[config.mk]
export PLATFORM = sky130hd
export DESIGN_NAME = pcm_frame_port
export DESIGN_NICKNAME = d
export VERILOG_FILES = /design/src/rtl/pcm_port_pkg.sv /design/src/rtl/pcm_in_sync.sv /design/src/rtl/pcm_edge_det.sv /design/src/rtl/pcm_tx_fsm.sv /design/src/rtl/pcm_rx_fsm.sv /design/src/rtl/pcm_frame_port.sv
export SDC_FILE = /design/constraint.sdc
export NUM_CORES = 1
export LEC_CHECK = 0
export BUFFER_PORTS_ARGS = -buffer_cell sky130_fd_sc_hd__buf_2
export CORE_MARGIN = 2
export CORE_UTILIZATION = 40
export CTS_BUF_LIST = sky130_fd_sc_hd__clkbuf_4 sky130_fd_sc_hd__clkbuf_8
export DETAILED_ROUTE_END_ITERATION = 10
export PLACE_DENSITY = 0.61
export SYNTH_ARGS = -nofsm -noshare
export SYNTH_HDL_FRONTEND = slang
export SYNTH_HIERARCHICAL = 1
export SYNTH_SLANG_ARGS = --single-unit
[constraint.sdc]
create_clock -name clk -period 3.4 [get_ports clk]
set_input_delay 0.51 -clock clk [delete_from_list [all_inputs] [get_ports clk]]
set_output_delay 0.51 -clock clk [all_outputs]
set_load 0.01 [all_outputs]
[src/rtl/pcm_port_pkg.sv]
package pcm_port_pkg;

    typedef enum logic [1:0] {
        TX_OFF,
        TX_IDLE,
        TX_SHIFT
    } tx_state_t;

    typedef enum logic [1:0] {
        RX_IDLE,
        RX_SHIFT,
        RX_DONE
    } rx_state_t;

    // positions of the asynchronous inputs in the synchronizer vector
    localparam int unsigned IDX_BCLK  = 0;
    localparam int unsigned IDX_TXS   = 1;
    localparam int unsigned IDX_RXS   = 2;
    localparam int unsigned IDX_DIN   = 3;
    localparam int unsigned NUM_ASYNC = 4;
    localparam int unsigned NUM_EDGE  = 3;

    // start-of-word event for the selected sync convention
    function automatic logic word_start(input logic short_m,
                                        input logic sync_rise,
                                        input logic sync_fall);
        return short_m ? sync_fall : sync_rise;
    endfunction

endpackage

[src/rtl/pcm_in_sync.sv]
module pcm_in_sync #(
    parameter int unsigned WIDTH  = 4,
    parameter int unsigned STAGES = 2
) (
    input  logic             clk,
    input  logic             rst_n,
    input  logic [WIDTH-1:0] raw,
    output logic [WIDTH-1:0] level
);
    logic [WIDTH-1:0] chain [STAGES];

    always_ff @(posedge clk or negedge rst_n) begin
        if (!rst_n) begin
            for (int s = 0; s < int'(STAGES); s++) begin
                chain[s] <= '0;
            end
        end else begin
            chain[0] <= raw;
            for (int s = 1; s < int'(STAGES); s++) begin
                chain[s] <= chain[s-1];
            end
        end
    end

    assign level = chain[STAGES-1];
endmodule

[src/rtl/pcm_edge_det.sv]
module pcm_edge_det #(
    parameter int unsigned N = 3
) (
    input  logic         clk,
    input  logic         rst_n,
    input  logic [N-1:0] level,
    output logic [N-1:0] rise,
    output logic [N-1:0] fall
);
    logic [N-1:0] prev;

    always_ff @(posedge clk or negedge rst_n) begin
        if (!rst_n) begin
            prev <= '0;
        end else begin
            prev <= level;
        end
    end

    for (genvar g = 0; g < int'(N); g++) begin : g_edge
        assign rise[g] = level[g] & ~prev[g];
        assign fall[g] = ~level[g] & prev[g];
    end
endmodule

[src/rtl/pcm_tx_fsm.sv]
module pcm_tx_fsm
    import pcm_port_pkg::*;
#(
    parameter int unsigned WORD_W = 8
) (
    input  logic              clk,
    input  logic              rst_n,
    input  logic              short_mode,
    input  logic              power_down,
    input  logic              sync_rise,
    input  logic              sync_fall,
    input  logic              bit_rise,
    input  logic [WORD_W-1:0] sample,
    output logic              pull_low,
    output logic              valid_n
);
    localparam int unsigned CNT_W = $clog2(WORD_W);
    localparam logic [CNT_W-1:0] LAST_BIT = CNT_W'(WORD_W - 1);

    tx_state_t         state_q, state_d;
    logic [WORD_W-1:0] shreg_q, shreg_d;
    logic [CNT_W-1:0]  cnt_q, cnt_d;
    logic              start;

    assign start = word_start(short_mode, sync_rise, sync_fall);

    always_comb begin
        state_d = state_q;
        shreg_d = shreg_q;
        cnt_d   = cnt_q;
        unique case (state_q)
            TX_OFF: begin
                state_d = TX_IDLE;
            end
            TX_IDLE: begin
                if (start) begin
                    state_d = TX_SHIFT;
                    shreg_d = sample;
                    cnt_d   = '0;
                end
            end
            TX_SHIFT: begin
                if (start) begin
                    shreg_d = sample;
                    cnt_d   = '0;
                end else if (bit_rise) begin
                    if (cnt_q == LAST_BIT) begin
                        state_d = TX_IDLE;
                    end else begin
                        cnt_d   = cnt_q + 1'b1;
                        shreg_d = {shreg_q[WORD_W-2:0], 1'b0};
                    end
                end
            end
            default: begin
                state_d = TX_OFF;
            end
        endcase
        if (power_down) begin
            state_d = TX_OFF;
        end
    end

    always_ff @(posedge clk or negedge rst_n) begin
        if (!rst_n) begin
            state_q <= TX_IDLE;
            shreg_q <= '0;
            cnt_q   <= '0;
        end else begin
            state_q <= state_d;
            shreg_q <= shreg_d;
            cnt_q   <= cnt_d;
        end
    end

    always_comb begin
        pull_low = 1'b0;
        valid_n  = 1'b1;
        unique case (state_q)
            TX_SHIFT: begin
                pull_low = ~shreg_q[WORD_W-1];
                valid_n  = 1'b0;
            end
            default: begin
                pull_low = 1'b0;
                valid_n  = 1'b1;
            end
        endcase
    end
endmodule

[src/rtl/pcm_rx_fsm.sv]
module pcm_rx_fsm
    import pcm_port_pkg::*;
#(
    parameter int unsigned WORD_W = 8
) (
    input  logic              clk,
    input  logic              rst_n,
    input  logic              short_mode,
    input  logic              sync_rise,
    input  logic              sync_fall,
    input  logic              bit_fall,
    input  logic              din,
    output logic [WORD_W-1:0] word,
    output logic              strobe
);
    localparam int unsigned CNT_W = $clog2(WORD_W);
    localparam logic [CNT_W-1:0] LAST_BIT = CNT_W'(WORD_W - 1);

    rx_state_t         state_q, state_d;
    logic [WORD_W-1:0] shreg_q, shreg_d;
    logic [WORD_W-1:0] word_q, word_d;
    logic [CNT_W-1:0]  cnt_q, cnt_d;
    logic              start;

    assign start = word_start(short_mode, sync_rise, sync_fall);

    always_comb begin
        state_d = state_q;
        shreg_d = shreg_q;
        word_d  = word_q;
        cnt_d   = cnt_q;
        unique case (state_q)
            RX_IDLE, RX_DONE: begin
                if (start) begin
                    state_d = RX_SHIFT;
                    cnt_d   = '0;
                end else begin
                    state_d = RX_IDLE;
                end
            end
            RX_SHIFT: begin
                if (start) begin
                    cnt_d = '0;
                end else if (bit_fall) begin
                    shreg_d = {shreg_q[WORD_W-2:0], din};
                    if (cnt_q == LAST_BIT) begin
                        state_d = RX_DONE;
                        word_d  = {shreg_q[WORD_W-2:0], din};
                    end else begin
                        cnt_d = cnt_q + 1'b1;
                    end
                end
            end
            default: begin
                state_d = RX_IDLE;
            end
        endcase
    end

    always_ff @(posedge clk or negedge rst_n) begin
        if (!rst_n) begin
            state_q <= RX_IDLE;
            shreg_q <= '0;
            word_q  <= '0;
            cnt_q   <= '0;
        end else begin
            state_q <= state_d;
            shreg_q <= shreg_d;
            word_q  <= word_d;
            cnt_q   <= cnt_d;
        end
    end

    always_comb begin
        word = word_q;
        unique case (state_q)
            RX_DONE: strobe = 1'b1;
            default: strobe = 1'b0;
        endcase
    end
endmodule

[src/rtl/pcm_frame_port.sv]
module pcm_frame_port
    import pcm_port_pkg::*;
#(
    parameter int unsigned WORD_W      = 8,
    parameter int unsigned SYNC_STAGES = 2
) (
    input  logic              clk,
    input  logic              rst_n,
    input  logic              short_mode,
    input  logic              power_down,
    input  logic              bit_clk,
    input  logic              tx_fsync,
    input  logic              rx_fsync,
    input  logic              ser_din,
    input  logic [WORD_W-1:0] tx_sample,
    output logic              ser_pull_low,
    output logic              out_valid_n,
    output logic [WORD_W-1:0] rx_sample,
    output logic              rx_strobe
);
    logic [NUM_ASYNC-1:0] raw_vec;
    logic [NUM_ASYNC-1:0] sync_vec;
    logic [NUM_EDGE-1:0]  rise_vec;
    logic [NUM_EDGE-1:0]  fall_vec;

    logic bclk_rise, bclk_fall;
    logic txs_rise, txs_fall;
    logic rxs_rise, rxs_fall;

    always_comb begin
        raw_vec           = '0;
        raw_vec[IDX_BCLK] = bit_clk;
        raw_vec[IDX_TXS]  = tx_fsync;
        raw_vec[IDX_RXS]  = rx_fsync;
        raw_vec[IDX_DIN]  = ser_din;
    end

    pcm_in_sync #(
        .WIDTH  (NUM_ASYNC),
        .STAGES (SYNC_STAGES)
    ) u_sync (
        .clk   (clk),
        .rst_n (rst_n),
        .raw   (raw_vec),
        .level (sync_vec)
    );

    pcm_edge_det #(
        .N (NUM_EDGE)
    ) u_edge (
        .clk   (clk),
        .rst_n (rst_n),
        .level (sync_vec[NUM_EDGE-1:0]),
        .rise  (rise_vec),
        .fall  (fall_vec)
    );

    assign bclk_rise = rise_vec[IDX_BCLK];
    assign bclk_fall = fall_vec[IDX_BCLK];
    assign txs_rise  = rise_vec[IDX_TXS];
    assign txs_fall  = fall_vec[IDX_TXS];
    assign rxs_rise  = rise_vec[IDX_RXS];
    assign rxs_fall  = fall_vec[IDX_RXS];

    pcm_tx_fsm #(
        .WORD_W (WORD_W)
    ) u_tx (
        .clk        (clk),
        .rst_n      (rst_n),
        .short_mode (short_mode),
        .power_down (power_down),
        .sync_rise  (txs_rise),
        .sync_fall  (txs_fall),
        .bit_rise   (bclk_rise),
        .sample     (tx_sample),
        .pull_low   (ser_pull_low),
        .valid_n    (out_valid_n)
    );

    pcm_rx_fsm #(
        .WORD_W (WORD_W)
    ) u_rx (
        .clk        (clk),
        .rst_n      (rst_n),
        .short_mode (short_mode),
        .sync_rise  (rxs_rise),
        .sync_fall  (rxs_fall),
        .bit_fall   (bclk_fall),
        .din        (sync_vec[IDX_DIN]),
        .word       (rx_sample),
        .strobe     (rx_strobe)
    );
endmodule

# Word-level counts from Yosys, hierarchy flattened
# Index checks and enable logic that the tools add are counted.
classes:
  add_sub_neg: 2
  eq_ne: 19
  n_mux: 31
  bitwise: 14
  reduce_logical: 11
ops:
  columns: ["operator", "n"]
  rows:
  - ["$mux 8", 4]
  - ["$mux 3", 8]
  - ["$ne 3x2->1 const B", 6]
  - ["$mux 2", 8]
  - ["$pmux 8 s2", 1]
  - ["$reduce_and 4->1", 4]
  - ["$pmux 3 s2", 2]
  - ["$not 1->1", 8]
  - ["$add 3x1->3 const B", 2]
  - ["$and 1x1->1", 6]
  - ["$eq 3x3->1 const B", 2]
  - ["$mux 1", 6]
  - ["$ne 2x1->1 const B", 3]
  - ["$ne 3x3->1 const B", 2]
  - ["$pmux 2 s3", 1]
  - ["$reduce_and 3->1", 2]
  - ["$eq 2x1->1 const B", 2]
  - ["$eq 2x2->1 const B", 2]
  - ["$logic_not 2->1", 2]
  - ["$ne 2x2->1 const B", 2]
  - ["$pmux 2 s2", 1]
  - ["$reduce_bool 2->1", 2]
  - ["$reduce_or 2->1", 1]
totals:
  regBits: 44
  inputBits: 16
  out_inout_bits: 11
  elab_cells: 87

# Logic depth before layout (Yosys ltp)
logic_depth:
  word_depth: 6
  depth_mapped: 8
  depth_no_buf: 6

# Modules after synthesis
# The synthesis kept the hierarchy.
by_module_without_submodules:
  columns: ["module", "n_inst", "cells_per_inst", "area_per_inst_um2", "seq_area_each_um2"]
  rows:
  - ["pcm_rx_fsm", 1, 55, 875.8, 500.5]
  - ["pcm_tx_fsm", 1, 63, 658.1, 326.6]
  - ["pcm_in_sync", 1, 12, 230.2, 200.2]
  - ["pcm_edge_det", 1, 9, 112.6, 75.1]

# Least setup slack after synthesis
# Ideal clock, no wire load.
synth_timing:
  path_type: "reg2reg"
  start: "reg u_sync.chain (netlist bit u_sync/level[1])"
  end: "reg u_tx.shreg_q[1]"
  setup_ns: 0.123
  arrival_ns: 1.600
  required_ns: 3.277
  setup_slack_ns: 1.676
  path_stages_with_launch: 9
  path_buffers: 3
  period_less_slack_ns: 1.724
  cell_sequence: "dfrtp_1 > buf_4 > nor2b_1 > mux2_4 > or2_1 > buf_6 > and2_4 > buf_6 > a2bb2oi_1"
synth_via:
  elab_cells_between_ends: 10
  classes_between: "eq/ne (3); mux (3); bitwise (3); reduce/logical (1)"
synth_rtl:
  columns: ["item", "line", "text"]
  rows:
  - ["start, declared", "pcm_in_sync.sv:10", "logic [WIDTH-1:0] chain [STAGES];"]
  - ["start signal, assigned by index", "pcm_in_sync.sv:20", "chain[s] <= chain[s-1];"]
  - ["$and 1x1->1 *", "pcm_edge_det.sv:21", "assign rise[g] = level[g] & ~prev[g];"]
  - ["net rise_vec[1]", "pcm_frame_port.sv:23", "logic [NUM_EDGE-1:0] rise_vec;"]
  - ["$mux 1 *", "pcm_port_pkg.sv:27", "return short_m ? sync_fall : sync_rise;"]
  - ["$ne 3x2->1 (no source line) (tied with other cells)", null, null]
  - ["$reduce_and 4->1 (no source line) or $pmux 8 s2 (tied branches)", null, null]
  - ["end signal, assigned", "pcm_tx_fsm.sv:71", "shreg_q <= shreg_d;"]
  - ["end, declared", "pcm_tx_fsm.sv:21", "logic [WORD_W-1:0] shreg_q, shreg_d;"]
# Mark *: on every way through the listed nets, which the timed path passes. The rest lies on a longest branch.
# A chain may end at the register's enable or synchronous reset.

# Worst setup path in the final report
layout_timing:
  start: "reg u_tx.cnt_q[0]"
  end: "reg u_tx.shreg_q[6]"
layout_via:
  elab_chain_cells: 3
layout_lines:
  columns: ["item", "line", "text"]
  rows:
  - ["start, declared", "pcm_tx_fsm.sv:22", "logic [CNT_W-1:0] cnt_q, cnt_d;"]
  - ["start signal, assigned", "pcm_tx_fsm.sv:72", "cnt_q <= cnt_d;"]
  - ["$eq 3x3->1", "pcm_tx_fsm.sv:47", "if (cnt_q == LAST_BIT) begin"]
  - ["$ne 3x2->1 (no source line)", null, null]
  - ["$reduce_and 4->1 (no source line)", null, null]
# Every way passes these cells.

==> impl_metrics.csv <==
group,metric,value,unit
cts,cts.sinks,44,
grt,met3_usage,0.0444,
layout,n_antenna_cell,0,
timing,fin_skew,0.00421,ns
worst_setup_path,cp-start-kind,"register",
layout,drive_gt1_frac,0.335,
route,wire_per_inst,13.6,um
pwr,power_density,544,mW/mm^2
logic_synthesis,synth_cell_types,34,
pwr,max-vdd-ir-drop,0.000313,V
cts,cts_setup_buffers,0,
layout,fin_cells,216,
place,gp_congestion,0.794,
layout,final_util,0.468,
place,port_buffers,26,
cts,cts_hold_buf,0,
worst_setup_path,max_stage_delay,0.40,ns
job,maxCapViolations,0,
logic_synthesis,syn_nets,159,
grt,grt_max_degree,45,
cts,cts_tree,"done",
worst_setup_path,worst_setup_path_end_kind,"register",
worst_setup_path,crit_chain,"ha_1 -> ha_1 -> nor3b_1 -> or2_1 -> and2_4 -> a2bb2oi_1",
worst_setup_path,cp_common_cell,"ha_1",
logic_synthesis,synth.largest_area_cell,"dfrtp_1",
worst_setup_path,rr_endpoint,"u_tx/shreg_q[6]$_DFFE_PN0P_",
cts,cts_root_buf,"clkbuf_8",
timing,max_slew.worst_pin.slew,0.916,ns
cts,clk_pin_slew,0.07,ns
worst_setup_path,crit_slowest_cell,"dfrtp_1",
logic_synthesis,syn_area,0.00188,sq mm
timing,hold_viol,0,
logic_synthesis,ys_seq_area_frac,0.587,
route,route.detailed.drc,0,
layout,num-nets-final,184,
cts,cts-buffers-inserted,5,
logic_synthesis,yosysWarnings,6,
floorplan,io-pin-count,27,
worst_setup_path,reg2reg_from,"u_tx/cnt_q[0]$_DFFE_PN0P_",
grt,grt_use_met1,0.147,
layout,multi_input_area,692,sq um
worst_setup_path,reg2reg_depth,6,
route,routed_via_density,5.12,
worst_setup_path,crit_type,"reg2reg",
cts,clkLatencyLatePin,0.28,ns
layout,area_delta_synth_final,10.7,%
floorplan,die-area,0.00526,sq mm
logic_synthesis,syn_avg_cell_area,13.5,sq um
route,drt_iter0_markers,53,
floorplan,die_w,72.5,um
grt,busiest_layer,"met2",
worst_setup_path,cp.required,3.60,ns
cts,cts_repair_resize_count,0,
hold_path,worstHoldPathCells,1,
timing,setup_viol_count_final,0,
hold_path,hold_class,"in2reg",
route,ant_nets,0,
layout,n_fill_cell,422,
hold_path,min_from,"rx_fsync",
timing,hold_ws,0.327,ns
grt,grt_pass1_vias,1165,
grt,antenna_found_initial,0,
layout,regArea,0.00110,sq mm
logic_synthesis,yosysTopAreaCellShare,0.573,
cts,htreeDepth,2,
place,dp_cells,209,
floorplan,core,0.00444,sq mm
run_status,status,"finished clean",
worst_setup_path,r2r_setup_slack,1.59,ns
hold_path,whs_endpoint,"u_sync/chain[6]$_DFF_PN0_",
cts,clock_path_buffers,2,
route,vias,1106,
logic_synthesis,synth-edff-count,0,
timing,fin_crit,1.81,ns
logic_synthesis,synth_ff_type,"dfrtp_1",
place,dpl.hpwl,2080,um
grt,grt_usage,0.125,
timing,setup_tns,0,ns
grt,grt_remaining_overflow,0,
worst_setup_path,arrival,2.01,ns
logic_synthesis,synth-seq-cells,44,
route,drtPass1Iterations,4,
pwr,power.total,1130,uW
floorplan,die_h,72.5,um
timing,fin_crit_sh,0.532,
timing,grt_setup_unrepaired,"no",
timing,slew_headroom,0.390,
logic_synthesis,async_reset_ff_frac,1.00,
grt,grt_pass1_wl,5070,um
floorplan,rows,24,
pwr,leakagePower,0.00101,uW
timing,report.final.slew_viol_count,0,
timing,fmax,553,MHz
logic_synthesis,synth_cells,139,
floorplan,start_util,0.422,
grt,grt.met2_usage,0.210,
worst_setup_path,worstPathMaxFanout,8,
logic_synthesis,ys_top_cells_by_area,"dfrtp_1, mux2_4, mux2_2",
route,totalWireLength,2930,um
[report_power, final]
group	internal, uW	leakage, uW	switching (uW)
sequential	606	0.000543	54.7
clock	148	0.0000445	153
combinational	106	0.000422	63.3
total	859	0.00101	271
[worst max path at each step]
stage	from	end	slack, ns
3_5_place_dp	short_mode	u_tx/shreg_q[3]$_DFFE_PN0P_	1.55
2_1_floorplan	u_sync/level[1]$_DFF_PN0_	u_tx/shreg_q[1]$_DFFE_PN0P_	1.68
6_report	u_tx/cnt_q[0]$_DFFE_PN0P_	u_tx/shreg_q[6]$_DFFE_PN0P_	1.59
5_1_grt	u_tx/cnt_q[0]$_DFFE_PN0P_	u_tx/shreg_q[6]$_DFFE_PN0P_	1.37
3_3_place_gp	short_mode	u_tx/shreg_q[7]$_DFFE_PN0P_	1.59
4_1_cts	u_tx/cnt_q[0]$_DFFE_PN0P_	u_tx/shreg_q[6]$_DFFE_PN0P_	1.57
[Yosys cell counts, drive strengths merged, types with 2 or more instances]
library cell / number
and2: 2
buf: 8
mux2: 16
nand2: 9
nor2: 6
o22ai: 7
a22o: 2
dfrtp: 43
o21ai: 5
a32o: 3
nor3: 2
ha: 4
a21oi: 2
or2: 2
a2bb2oi: 7
nor2b: 7
inv: 2
[per-layer routing]
metal	part of all wire	vias to the layer above	wire [um]
li1	-	547	-
met1	0.45	530	1330
met2	0.48	25	1420
met3	0.049	4	143
met4	0.012	0	36
met5	0	-	0
[sequential cells by signal, indices dropped and copies added, names as in the netlist]
register      cells
u_rx/cnt_q        3
u_rx/state_q      2
u_rx/word         8
u_sync/chain      4
u_tx/cnt_q        3
u_tx/state_q      2
u_tx/shreg_q      8
u_sync/level      4
u_edge/prev       3
u_rx/shreg_q      7
[layout make-up]
type | count | area share
clock buffers | 6 | 0.0367
clock inverters | 1 | 0.00241
inverters | 2 | 0.00361
multi-input cells | 85 | 0.333
flip-flops and latches | 44 | 0.530
well taps | 52 | 0.0313
repair buffers | 26 | 0.0626
[cell families (layout without fill, tap and decap cells)]
group | after synthesis | after routing | synth area share
AO/OA/AOI/OAI | 29 | 29 | 0.113
buffers and inverters | 10 | 35 | 0.0440
AND/OR/NAND/NOR | 34 | 34 | 0.101
adder cells (fa/ha/maj) | 4 | 4 | 0.0267
flip-flops | 44 | 44 | 0.587
XOR/XNOR | 1 | 1 | 0.00467
multiplexers | 17 | 17 | 0.124
[cell usage in the layout, fill, tap and decap left out, types with 4 or more instances in the layout]
| cell | instances |
|---|---|
| dfrtp_1 | 43 |
| buf_2 | 26 |
| nand2_1 | 9 |
| mux2_2 | 8 |
| mux2_4 | 8 |
| nor2b_1 | 7 |
| o22ai_1 | 7 |
| a2bb2oi_1 | 7 |
| nor2_1 | 6 |
| clkbuf_8 | 5 |
| ha_1 | 4 |
[metrics by stage]
step                      setup WS [ns]  cell area (sq um)
final                              1.59               2080
after CTS                          1.57               2080
after detailed placement           1.55               2000
after floorplan                    1.68               1880
after global placement             1.59               2000
after global routing               1.37               2080
[critical path, delay by kind of cell (launching register included)]
family	cells	cell delay [ns]
flip-flops	1	0.40
AND/OR/NAND/NOR	3	0.75
adder cells (fa/ha/maj)	2	0.40
AO/OA/AOI/OAI	1	0.17
(Power assumes the default switching activity.)
